===== src/rtl/sfov_pkg.sv =====
package sfov_pkg;
  localparam int DW = 8;

  localparam int A_M4  = 0;
  localparam int A_M56 = 1;
  localparam int A_CTL = 2;

  localparam logic [DW-1:0] M4_RST  = 8'h7D;
  localparam logic [DW-1:0] M56_RST = 8'h1F;
  localparam logic [DW-1:0] CTL_RST = 8'h04;

  localparam int B_ACT = 7;
  localparam int B_DEA = 6;
  localparam int B_UOA = 1;
  localparam logic [DW-1:0] ACT_MASK = (DW'(1) << B_ACT) | (DW'(1) << B_DEA) | (DW'(1) << B_UOA);

  localparam int B_FBA = 4;
  localparam int B_FBB = 3;
  localparam int SPARE56_W = 3;

  localparam int B_RQE = 0;
  localparam int B_CSE = 1;
  localparam int B_FAL = 2;

  typedef struct packed {
    logic [DW-1:0] m4;
    logic          m51;
    logic          m52;
    logic          m61;
    logic          febe;
  } frame_t;
endpackage


===== src/rtl/sfov_rst_sync.sv =====
module sfov_rst_sync #(
  parameter int STAGES = 2
) (
  input  logic clk,
  input  logic rst_n,
  output logic rst_sync_n
);
  logic [STAGES-1:0] sync_q;

  always_ff @(posedge clk or negedge rst_n) begin
    if (!rst_n) sync_q <= '0;
    else        sync_q <= {sync_q[STAGES-2:0], 1'b1};
  end

  assign rst_sync_n = sync_q[STAGES-1];
endmodule


===== src/rtl/sfov_regs.sv =====
module sfov_regs
  import sfov_pkg::*;
#(
  parameter int AW = 2
) (
  input  logic                 clk,
  input  logic                 rst_n,
  input  logic                 wr_en,
  input  logic [AW-1:0]        wr_addr,
  input  logic [DW-1:0]        wr_data,
  output logic [DW-1:0]        host_m4,
  output logic [SPARE56_W-1:0] host_m56,
  output logic                 ctl_rqe,
  output logic                 ctl_cse,
  output logic                 ctl_fal,
  output logic                 febx_req
);
  logic [DW-1:0]        m4_q, m4_d;
  logic [SPARE56_W-1:0] m56_q, m56_d;
  logic [2:0]           ctl_q, ctl_d;
  logic                 sel_m4, sel_m56, sel_ctl;

  always_comb begin
    sel_m4  = wr_en && (wr_addr == AW'(A_M4));
    sel_m56 = wr_en && (wr_addr == AW'(A_M56));
    sel_ctl = wr_en && (wr_addr == AW'(A_CTL));

    m4_d  = m4_q;
    m56_d = m56_q;
    ctl_d = ctl_q;
    if (sel_m4)  m4_d  = wr_data & ~ACT_MASK;
    if (sel_m56) m56_d = wr_data[SPARE56_W-1:0];
    if (sel_ctl) ctl_d = wr_data[2:0];

    febx_req = sel_m56 && !(wr_data[B_FBA] && wr_data[B_FBB]);
  end

  always_ff @(posedge clk or negedge rst_n) begin
    if (!rst_n) begin
      m4_q  <= M4_RST & ~ACT_MASK;
      m56_q <= M56_RST[SPARE56_W-1:0];
      ctl_q <= CTL_RST[2:0];
    end else begin
      m4_q  <= m4_d;
      m56_q <= m56_d;
      ctl_q <= ctl_d;
    end
  end

  assign host_m4  = m4_q;
  assign host_m56 = m56_q;
  assign ctl_rqe  = ctl_q[B_RQE];
  assign ctl_cse  = ctl_q[B_CSE];
  assign ctl_fal  = ctl_q[B_FAL];
endmodule


===== src/rtl/sfov_febe.sv =====
module sfov_febe (
  input  logic clk,
  input  logic rst_n,
  input  logic febx_req,
  input  logic ctl_rqe,
  input  logic ctl_cse,
  input  logic ctl_fal,
  input  logic crc_ok,
  input  logic frame_load,
  output logic febx_pend,
  output logic febe_next
);
  logic pend_q, pend_d;

  always_comb begin
    pend_d = pend_q;
    if (frame_load)           pend_d = 1'b0;
    if (febx_req && ctl_rqe)  pend_d = 1'b1;
    febe_next = !(pend_q || (ctl_cse && !crc_ok) || !ctl_fal);
  end

  always_ff @(posedge clk or negedge rst_n) begin
    if (!rst_n) pend_q <= 1'b0;
    else        pend_q <= pend_d;
  end

  assign febx_pend = pend_q;
endmodule


===== src/rtl/sfov_frame.sv =====
module sfov_frame
  import sfov_pkg::*;
(
  input  logic                 clk,
  input  logic                 rst_n,
  input  logic                 frame_load,
  input  logic [DW-1:0]        host_m4,
  input  logic [SPARE56_W-1:0] host_m56,
  input  logic                 act_in,
  input  logic                 dea_in,
  input  logic                 uoa_in,
  input  logic                 febe_next,
  output frame_t               frame
);
  frame_t frame_q, frame_d;
  logic [DW-1:0] act_word;

  always_comb begin
    act_word = '0;
    act_word[B_ACT] = act_in;
    act_word[B_DEA] = dea_in;
    act_word[B_UOA] = uoa_in;

    frame_d = frame_q;
    if (frame_load) begin
      frame_d.m4   = (host_m4 & ~ACT_MASK) | act_word;
      frame_d.m51  = host_m56[0];
      frame_d.m52  = host_m56[1];
      frame_d.m61  = host_m56[2];
      frame_d.febe = febe_next;
    end
  end

  always_ff @(posedge clk or negedge rst_n) begin
    if (!rst_n) begin
      frame_q.m4   <= M4_RST;
      frame_q.m51  <= 1'b1;
      frame_q.m52  <= 1'b1;
      frame_q.m61  <= 1'b1;
      frame_q.febe <= 1'b1;
    end else begin
      frame_q <= frame_d;
    end
  end

  assign frame = frame_q;
endmodule


===== src/rtl/sfov_tx.sv =====
module sfov_tx
  import sfov_pkg::*;
#(
  parameter int AW = 2
) (
  input  logic          clk,
  input  logic          rst_n,
  input  logic          wr_en,
  input  logic [AW-1:0] wr_addr,
  input  logic [DW-1:0] wr_data,
  input  logic [AW-1:0] rd_addr,
  output logic [DW-1:0] rd_data,
  input  logic          sf_strobe,
  input  logic          link_active,
  input  logic          act_in,
  input  logic          dea_in,
  input  logic          uoa_in,
  input  logic          crc_ok,
  output logic [DW-1:0] tx_m4,
  output logic          tx_m51,
  output logic          tx_m52,
  output logic          tx_m61,
  output logic          tx_febe
);
  logic                 rst_sync_n;
  logic [DW-1:0]        host_m4;
  logic [SPARE56_W-1:0] host_m56;
  logic                 ctl_rqe, ctl_cse, ctl_fal;
  logic                 febx_req, febx_pend, febe_next;
  logic                 frame_load;
  frame_t               frame;

  sfov_rst_sync #(.STAGES(2)) u_rst (
    .clk(clk), .rst_n(rst_n), .rst_sync_n(rst_sync_n)
  );

  sfov_regs #(.AW(AW)) u_regs (
    .clk(clk), .rst_n(rst_sync_n),
    .wr_en(wr_en), .wr_addr(wr_addr), .wr_data(wr_data),
    .host_m4(host_m4), .host_m56(host_m56),
    .ctl_rqe(ctl_rqe), .ctl_cse(ctl_cse), .ctl_fal(ctl_fal),
    .febx_req(febx_req)
  );

  assign frame_load = sf_strobe && link_active;

  sfov_febe u_febe (
    .clk(clk), .rst_n(rst_sync_n),
    .febx_req(febx_req), .ctl_rqe(ctl_rqe), .ctl_cse(ctl_cse), .ctl_fal(ctl_fal),
    .crc_ok(crc_ok), .frame_load(frame_load),
    .febx_pend(febx_pend), .febe_next(febe_next)
  );

  sfov_frame u_frame (
    .clk(clk), .rst_n(rst_sync_n), .frame_load(frame_load),
    .host_m4(host_m4), .host_m56(host_m56),
    .act_in(act_in), .dea_in(dea_in), .uoa_in(uoa_in),
    .febe_next(febe_next), .frame(frame)
  );

  always_comb begin
    rd_data = '0;
    if (rd_addr == AW'(A_M4)) begin
      rd_data = (host_m4 & ~ACT_MASK) | (frame.m4 & ACT_MASK);
    end else if (rd_addr == AW'(A_M56)) begin
      rd_data[SPARE56_W-1:0] = host_m56;
      rd_data[B_FBA]         = !febx_pend;
      rd_data[B_FBB]         = !febx_pend;
    end else if (rd_addr == AW'(A_CTL)) begin
      rd_data[B_RQE] = ctl_rqe;
      rd_data[B_CSE] = ctl_cse;
      rd_data[B_FAL] = ctl_fal;
    end
  end

  assign tx_m4   = frame.m4;
  assign tx_m51  = frame.m51;
  assign tx_m52  = frame.m52;
  assign tx_m61  = frame.m61;
  assign tx_febe = frame.febe;
endmodule


===== config.mk =====
export PLATFORM = sky130hd
export DESIGN_NAME = sfov_tx
export DESIGN_NICKNAME = d
export VERILOG_FILES = /design/src/rtl/sfov_pkg.sv /design/src/rtl/sfov_rst_sync.sv /design/src/rtl/sfov_regs.sv /design/src/rtl/sfov_febe.sv /design/src/rtl/sfov_frame.sv /design/src/rtl/sfov_tx.sv
export SDC_FILE = /design/constraint.sdc
export NUM_CORES = 1
export LEC_CHECK = 0
export BUFFER_PORTS_ARGS = -buffer_cell sky130_fd_sc_hd__buf_2
export CAP_MARGIN = 0
export CELL_PAD_IN_SITES_DETAIL_PLACEMENT = 1
export CELL_PAD_IN_SITES_GLOBAL_PLACEMENT = 1
export CORE_MARGIN = 2
export CORE_UTILIZATION = 42
export CTS_CLUSTER_DIAMETER = 120
export DETAILED_ROUTE_END_ITERATION = 8
export HOLD_SLACK_MARGIN = 0.03
export PLACE_DENSITY_LB_ADDON = 0.08
export SKIP_CTS_REPAIR_TIMING = 1
export SLEW_MARGIN = 25
export SYNTH_ARGS = -nofsm -noshare
export SYNTH_HDL_FRONTEND = slang
export SYNTH_HIERARCHICAL = 1
export SYNTH_SLANG_ARGS = --single-unit

===== constraint.sdc =====
create_clock -name clk -period 2.8 [get_ports clk]
set_clock_uncertainty 0.1 [all_clocks]
set_input_delay 0.56 -clock clk [delete_from_list [all_inputs] [get_ports clk]]
set_output_delay 0.56 -clock clk [all_outputs]
set_load 0.1 [all_outputs]

### Yosys cells after proc, flatten, opt, wreduce, memory -nomap -nowiden

Index checks and enable logic that the tools add are counted.

| word-level totals | value |
|---|---|
| bits of input ports | 21 |
| word-level logic and storage cells | 41 |
| register bits after elaboration | 26 |

| operators by class | value |
|---|---|
| equal/unequal tests | 4 |
| bitwise operators | 2 |
| muxes and demuxes | 7 |
| reductions and logical operators | 18 |

Operators with widths:

| cell | number |
|---|---|
| $or A6 B8 Y8 | 2 |
| $mux W3 | 3 |
| $logic_and A1 B1 Y1 | 8 |
| $logic_not A1 Y1 | 5 |
| $mux W5 | 1 |
| $eq A2 B1 Y1 const B | 2 |
| $eq A2 B2 Y1 const B | 2 |
| $logic_not A2 Y1 | 2 |
| $logic_or A1 B1 Y1 | 2 |
| $mux W1 | 2 |
| $mux W2 | 1 |
| $reduce_bool A2 Y1 | 1 |

### Logic depth before layout (Yosys ltp)

Gate-level depths: netlist of the first run.

| depth | value |
|---|---|
| depth after elaboration | 5 |
| depth in mapped cells | 4 |
| gate-level depth less buffers | 4 |

### Modules after synthesis

Netlist of the first run, hierarchy kept.

Modules (own cells, without submodules):

| module | area each (µm²) | instances | cells an instance |
|---|---|---|---|
| sfov_frame | 496.7 | 1 | 25 |
| sfov_regs | 475.5 | 1 | 30 |
| sfov_tx | 135.1 | 1 | 18 |
| sfov_rst_sync | 53.8 | 1 | 3 |
| sfov_febe | 50.0 | 1 | 6 |

### Least setup slack after synthesis of the first run

Ideal clock, no wire load.

| timing | value |
|---|---|
| kind | register to output |
| start point | reg u_frame.frame_q (netlist bit u_frame/frame[5]) |
| end point | out rd_data[1] |
| setup slack | -0.426 ns |
| cell stages (with the launch flop) | 3 |
| arrival | 2.566 ns |
| buffers on the path | 0 |
| path through | dfrtp_1 mux2i_1 o2bb2ai_1 |

| on the way | value |
|---|---|
| word-level cells in the longest chain between the ends | 2 |

RTL lines:

| what | line | text |
|---|---|---|
| from (decl) | sfov_frame.sv:15 | `frame_t frame_q, frame_d;` |
| from (signal assigned) | sfov_frame.sv:42 | `frame_q <= frame_d;` |
| $or A6 B8 Y8 | sfov_tx.sv:64 | `rd_data = (host_m4 & ~ACT_MASK) \| (frame.m4 & ACT_MASK);` |
| $mux W5 | sfov_tx.sv:63 | `if (rd_addr == AW'(A_M4)) begin` |
| to (decl) | sfov_tx.sv:12 | `output logic [DW-1:0] rd_data,` |

Every way passes these cells.

### Worst setup path after layout of the first run

| timing | value |
|---|---|
| start point | reg u_regs.m4_q[4] (netlist: u_regs/host_m4[4]) |
| end point | out rd_data[4] |

| on the way | value |
|---|---|
| word-level cells in the longest chain between the ends | 2 |

RTL lines:

| what | line | text |
|---|---|---|
| from (decl) | sfov_regs.sv:18 | `logic [DW-1:0] m4_q, m4_d;` |
| from (signal assigned) | sfov_regs.sv:40 | `m4_q <= M4_RST & ~ACT_MASK;` |
| from (signal assigned) | sfov_regs.sv:44 | `m4_q <= m4_d;` |
| $or A6 B8 Y8 | sfov_tx.sv:64 |  |
| $mux W5 | sfov_tx.sv:63 |  |

Every way passes these cells.

==> results of run 1 <==
-- power breakdown --
| group | internal (µW) | leakage (µW) | switching [µW] |
|---|---|---|---|
| clock | 145 | 0.0000279 | 107 |
| sequential | 499 | 0.000282 | 57.7 |
| combinational | 147 | 0.000380 | 499 |
-- registers in the layout, summed over array words and instances, names as in the netlist --
signal,cells
u_febe/febx_pend,1
u_rst/sync_q,2
u_regs/host_m56,3
u_frame/frame,12
u_regs/ctl_q,3
u_regs/host_m4,5
-- path summary, 6_finish.rpt --
| check | startpoint | to | slack [ns] | depth (start not counted) |
|---|---|---|---|---|
| worst min register to register | u_rst/sync_q[1] | u_regs/ctl_q[0] | 0.15 | 0 |
| worst min-delay path | u_rst/sync_q[1] | u_regs/ctl_q[0] | 0.15 | 0 |
| max in group asynchronous | rst_n | u_rst/sync_q[1] | 2.07 | 2 |
| min in group clk | u_rst/sync_q[0] | u_rst/sync_q[1] | 0.27 | 0 |
| worst max-delay path | u_regs/host_m4[4] | rd_data[4] | 0.60 | 3 |
| worst max register to register | u_regs/ctl_q[1] | u_frame/frame[0] | 1.76 | 3 |
-- final cells by class --
type	instances	area, µm²	share of cell area [%]
Clock inverter	1	30.03	2.022
Tap cell	31	38.79	2.612
Multi-Input combinational cell	49	506.7	34.12
Inverter	1	3.754	0.2527
Timing Repair Buffer	40	207.7	13.98
Sequential cell	26	675.6	45.49
Clock buffer	3	22.52	1.516
-- per-layer routing --
layer,vias up,wire [µm],share of wire (%)
met5,-,0,0
met4,0,16,0.68
met3,2,121,5.1
met2,20,1184,50
met1,391,1046,44
li1,360,-,-
-- placed cells by master (no fill, tap or decap), drive strengths merged --
master	instances
a21oi	3
and2	4
and3	1
buf	39
bufinv	1
clkbuf	3
conb	1
dfrtp	7
dfstp	19
dlygate4sd3	1
inv	1
mux2	23
mux2i	3
nand2	1
nand2b	4
nand3b	2
nor2	1
nor2b	1
nor3b	1
o21ai	1
o2bb2ai	3
-- critical path, delay by kind of cell (launching register included) --
family          cells  cell delay (ns)
compound gates      1             0.15
buf+inv             1             0.44
flops               1             0.57
simple gates        1             0.06
-- per-stage QoR --
stage               util [%]  cell area, µm²  hold WS (ns)  power, µW
detailed placement     52.45            1421        0.2380       1213
global route           54.80            1485        0.1963       1516
global placement       52.45            1421        0.2398       1202
floorplan                  -            1204        0.1644       1118
finish                 54.80            1485        0.1496       1455
CTS                    54.39            1474       -0.1227       1472
==> metrics.csv, run 1 <==
metric,value,unit
Slew @ Worst Pin,0.5091,ns
CTS tree,yes,
antenna-violating nets left,0,
htree depth,1,
CTS Buf Count,3,
initial antenna violation count,0,
WS Path Type,register to output pin,
Critical Path RT,2.14,ns
yosys warns,6,
Sum Neg Setup Slack,0,ns
endpoints failing setup,0,
Post-Synthesis Cells,78,
crit path cell chain,"nand2b_1, a21oi_1, buf_2",
vias in the first global route,837,
crit share post-route,78.56,%
dpl ws,0.6116,ns
outcome,completed,
routed wire length,2368,µm
Final Critical Period,2.200,ns
fillers,289,
via count,773,
Peak VDD IR,0.5731,mV
Core Rows,19,
M1 GR Usage,21.68,%
synthesized area,1185,µm²
die height,57.12,µm
RSZ-0062 raised after global routing,no,
CP max stage cell,dfstp_2,
fin cells,151,
f_max,454.6,MHz
hold crit path type,register to async pin,
Die X,57.12,µm
Worst Setup End Kind,output pin,
clk_lat worst skew,0.31,ns
Worst path max stage delay,0.57,ns
root buffer cell,clkbuf_4,
layout cells sized above 1,75.83,%
dpl hpwl,1786,µm
synth-to-layout area growth,25.34,%
drt wl/cell,15.68,µm
clock buffer depth,2,
crit path launch type,register,
Total GRT Usage,15.77,%
P_leak,0.0006901,µW
arrival time of the worst setup path,1.54,ns
Core Region,2710,µm²
DR vias/cell,5.119,
crit-path max FO,3,
cell area power density,979.4,nW/µm²
drc violations,0,
busiest metal layer after global routing,met2,
final hold vios,0,
I/O pins,41,
IO buf count,38,
starting density of the core,43.72,%
Iter 0 DRT Violations,15,
Post-Syn Nets,99,
GR Util met2,25.29,%
maxcap violations,0,
GR met3 Demand/Resource,2.494,%
Placed Cells,146,
Antenna diodes,0,
DR pass1 iterations,2,
largest net degree at the start of global routing,25,
global route overflow,0,
die area,3262,µm²
clock slew at reported path FFs,0.14,ns
global placement routability congestion,0.6637,
Nets,142,
PnR worst setup slack,0.6004,ns
post-synthesis area per instance,15.19,µm²
global-route wire length before repair,3967,µm
Rel. slew slack,66.06,%
clock sink total,26,
"Slew Viols, Final",0,
(Power assumes the default switching activity.)
==> inputs of run 2 (changes only) <==
--- a/config.mk
+++ b/config.mk
@@ -10,7 +10,7 @@
 export CELL_PAD_IN_SITES_DETAIL_PLACEMENT = 1
 export CELL_PAD_IN_SITES_GLOBAL_PLACEMENT = 1
 export CORE_MARGIN = 2
-export CORE_UTILIZATION = 42
+export CORE_UTILIZATION = 35
 export CTS_CLUSTER_DIAMETER = 120
 export DETAILED_ROUTE_END_ITERATION = 8
 export HOLD_SLACK_MARGIN = 0.03
==> constraint.sdc (replaced) <==
create_clock -name clk -period 1.8 [get_ports clk]
set_clock_uncertainty 0.1 [all_clocks]
set_input_delay 0.36 -clock clk [delete_from_list [all_inputs] [get_ports clk]]
set_output_delay 0.36 -clock clk [all_outputs]
set_load 0.1 [all_outputs]
==> metrics.csv, run 2 (synthesis results as in run 1) <==
metric,value,unit,change
antenna-violating nets left,0,,unchanged
crit-path max FO,3,,unchanged
drt wl/cell,14.21,µm,-9.4%
f_max,563.4,MHz,
arrival time of the worst setup path,1.31,ns,-0.23 ns
RSZ-0062 raised after global routing,yes,,
CP Buf/Inv Count,1,,unchanged
die area,3867,µm²,+19%
endpoints failing setup,0,,unchanged
dpl hpwl,1912,µm,+7.0%
"commonest non-fill, non-tap cell in the layout",buf_2,,
Core Region,3284,µm²,+21%
switch share,44.24,%,-1.4 points
CP max stage cell,dfstp_2,,
CTS Buf Count,3,,unchanged
WS Path Type,register to output pin,,
P_leak,0.0007624,µW,+10%
synth-to-layout area growth,47.41,%,
largest net degree at the start of global routing,16,,-36%
Reg area,676.9,µm²,+0.19%
Final Critical Period,1.775,ns,
starting density of the core,36.08,%,-7.6 points
Total GRT Usage,13.54,%,-2.2 points
"Power, Total",2411,µW,+66%
initial antenna violation count,0,,unchanged
Nets,149,,+4.9%
Die X,62.19,µm,+8.9%
Largest register FFs,12,,unchanged
clk_lat worst skew,0.31,ns,about the same
root buffer cell,clkbuf_4,,
crit share post-route,98.61,%,
cell area power density,1381,nW/µm²,+41%
global-route wire length before repair,4112,µm,+3.7%
fillers,339,,+17%
CTS tree,yes,,
I/O pins,41,,unchanged
clock sink total,26,,unchanged
Sum Neg Setup Slack,0,ns,unchanged
"commonest non-fill, non-tap cells in the layout","27 x buf_2, 19 x dfstp_2, 13 x mux2_2",,
DR vias/cell,4.543,,-11%
Iter 0 DRT Violations,10,,-5
Worst Setup End Kind,output pin,,
clock network power share,16.3,%,-1.0 points
global route overflow,0,,unchanged
net switching power,1067,µW,+61%
sequential power share,35.6,%,-2.7 points
clock slew at reported path FFs,0.14,ns,about the same
PnR worst setup slack,0.02504,ns,-0.5754 ns
fin cells,173,,+15%
drc violations,0,,unchanged
maxcap violations,0,,unchanged
htree depth,1,,unchanged
Antenna diodes,0,,unchanged
"Slew Viols, Final",0,,unchanged
Critical Path RT,1.34,ns,-0.80 ns
DR pass1 iterations,2,,unchanged
outcome,completed,,
IO buf count,38,,unchanged
routed wire length,2458,µm,+3.8%
crit path cell chain,"nand2b_1, a21oi_2, buf_12",,
Peak VDD IR,0.4997,mV,-13%
Multi-input gate area,568.0,µm²,+12%
crit path launch type,register,,
"CP delay by family, top",flip-flops,,
dpl ws,0.1456,ns,-0.4660 ns
final hold vios,0,,unchanged
global placement routability congestion,0.6908,,+4.1%
Placed Cells,164,,+12%
Comb power frac,48.1,%,+3.7 points
clock buffer depth,2,,unchanged
vias in the first global route,829,,-0.96%
hold crit path type,register to async pin,,
Worst path max stage delay,0.57,ns,about the same
layout cells sized above 1,84.25,%,+8.4 points
Core Rows,21,,+2
via count,786,,+1.7%
Pint,1345,µW,+70%
die height,62.19,µm,+8.9%
==> run 2: worst register-to-register path, cell delays in order (launching register included) <==
cell and delay [ns]:
dfstp_2 0.56, buf_4 0.10, and3_1 0.13, mux2_4 0.14
==> run 2: power groups by stage <==
| stage | registers [µW] | clock network [µW] | logic (µW) |
|---|---|---|---|
| 5_1_grt | 879 | 428 | 1200 |
| 2_1_floorplan | 1380 | 0 | 383 |
| 3_3_place_gp | 864 | 0 | 1110 |
| 4_1_cts | 862 | 409 | 1130 |
| 3_5_place_dp | 871 | 0 | 1120 |
| 6_report | 860 | 392 | 1160 |
==> run 2: worst paths after layout <==
kind,from,endpoint,slack [ns],cells past startpoint
max in group asynchronous,u_rst/sync_q[1],u_frame/frame[0],1.23,1
min,u_rst/sync_q[1],u_frame/frame[11],0.11,1
min in group clk,dea_in,u_frame/frame[10],0.16,2
max reg2reg,u_regs/ctl_q[2],u_frame/frame[0],0.72,3
min reg2reg,u_rst/sync_q[1],u_frame/frame[11],0.11,1
max,u_regs/host_m4[3],rd_data[3],0.03,3
==> run 2: stage by stage <==
stage	area, µm²	hold slack, ns	util [%]
detailed placement	1635	0.04796	49.79
floorplan	1256	-0.03559	-
CTS	1688	-0.3173	51.39
global route	1747	0.1224	53.18
finish	1747	0.1073	53.18
global placement	1635	0.04532	49.79
==> run 2: layout make-up <==
class,count,share of cell area [%]
well taps,46,3.295
flip-flops and latches,26,38.75
multi-input cells,49,32.52
clock inverters,1,1.719
clock buffers,3,1.289
inverters,1,0.2149
repair buffers,47,22.21
==> run 2: routing by layer <==
metal	vias up	GRT usage (%)	wire (µm)
met2	19	22.01	1232
met5	-	0	0
met3	2	3.261	122
met1	394	18.00	1081
met4	0	4.167	21
li1	371	-	-
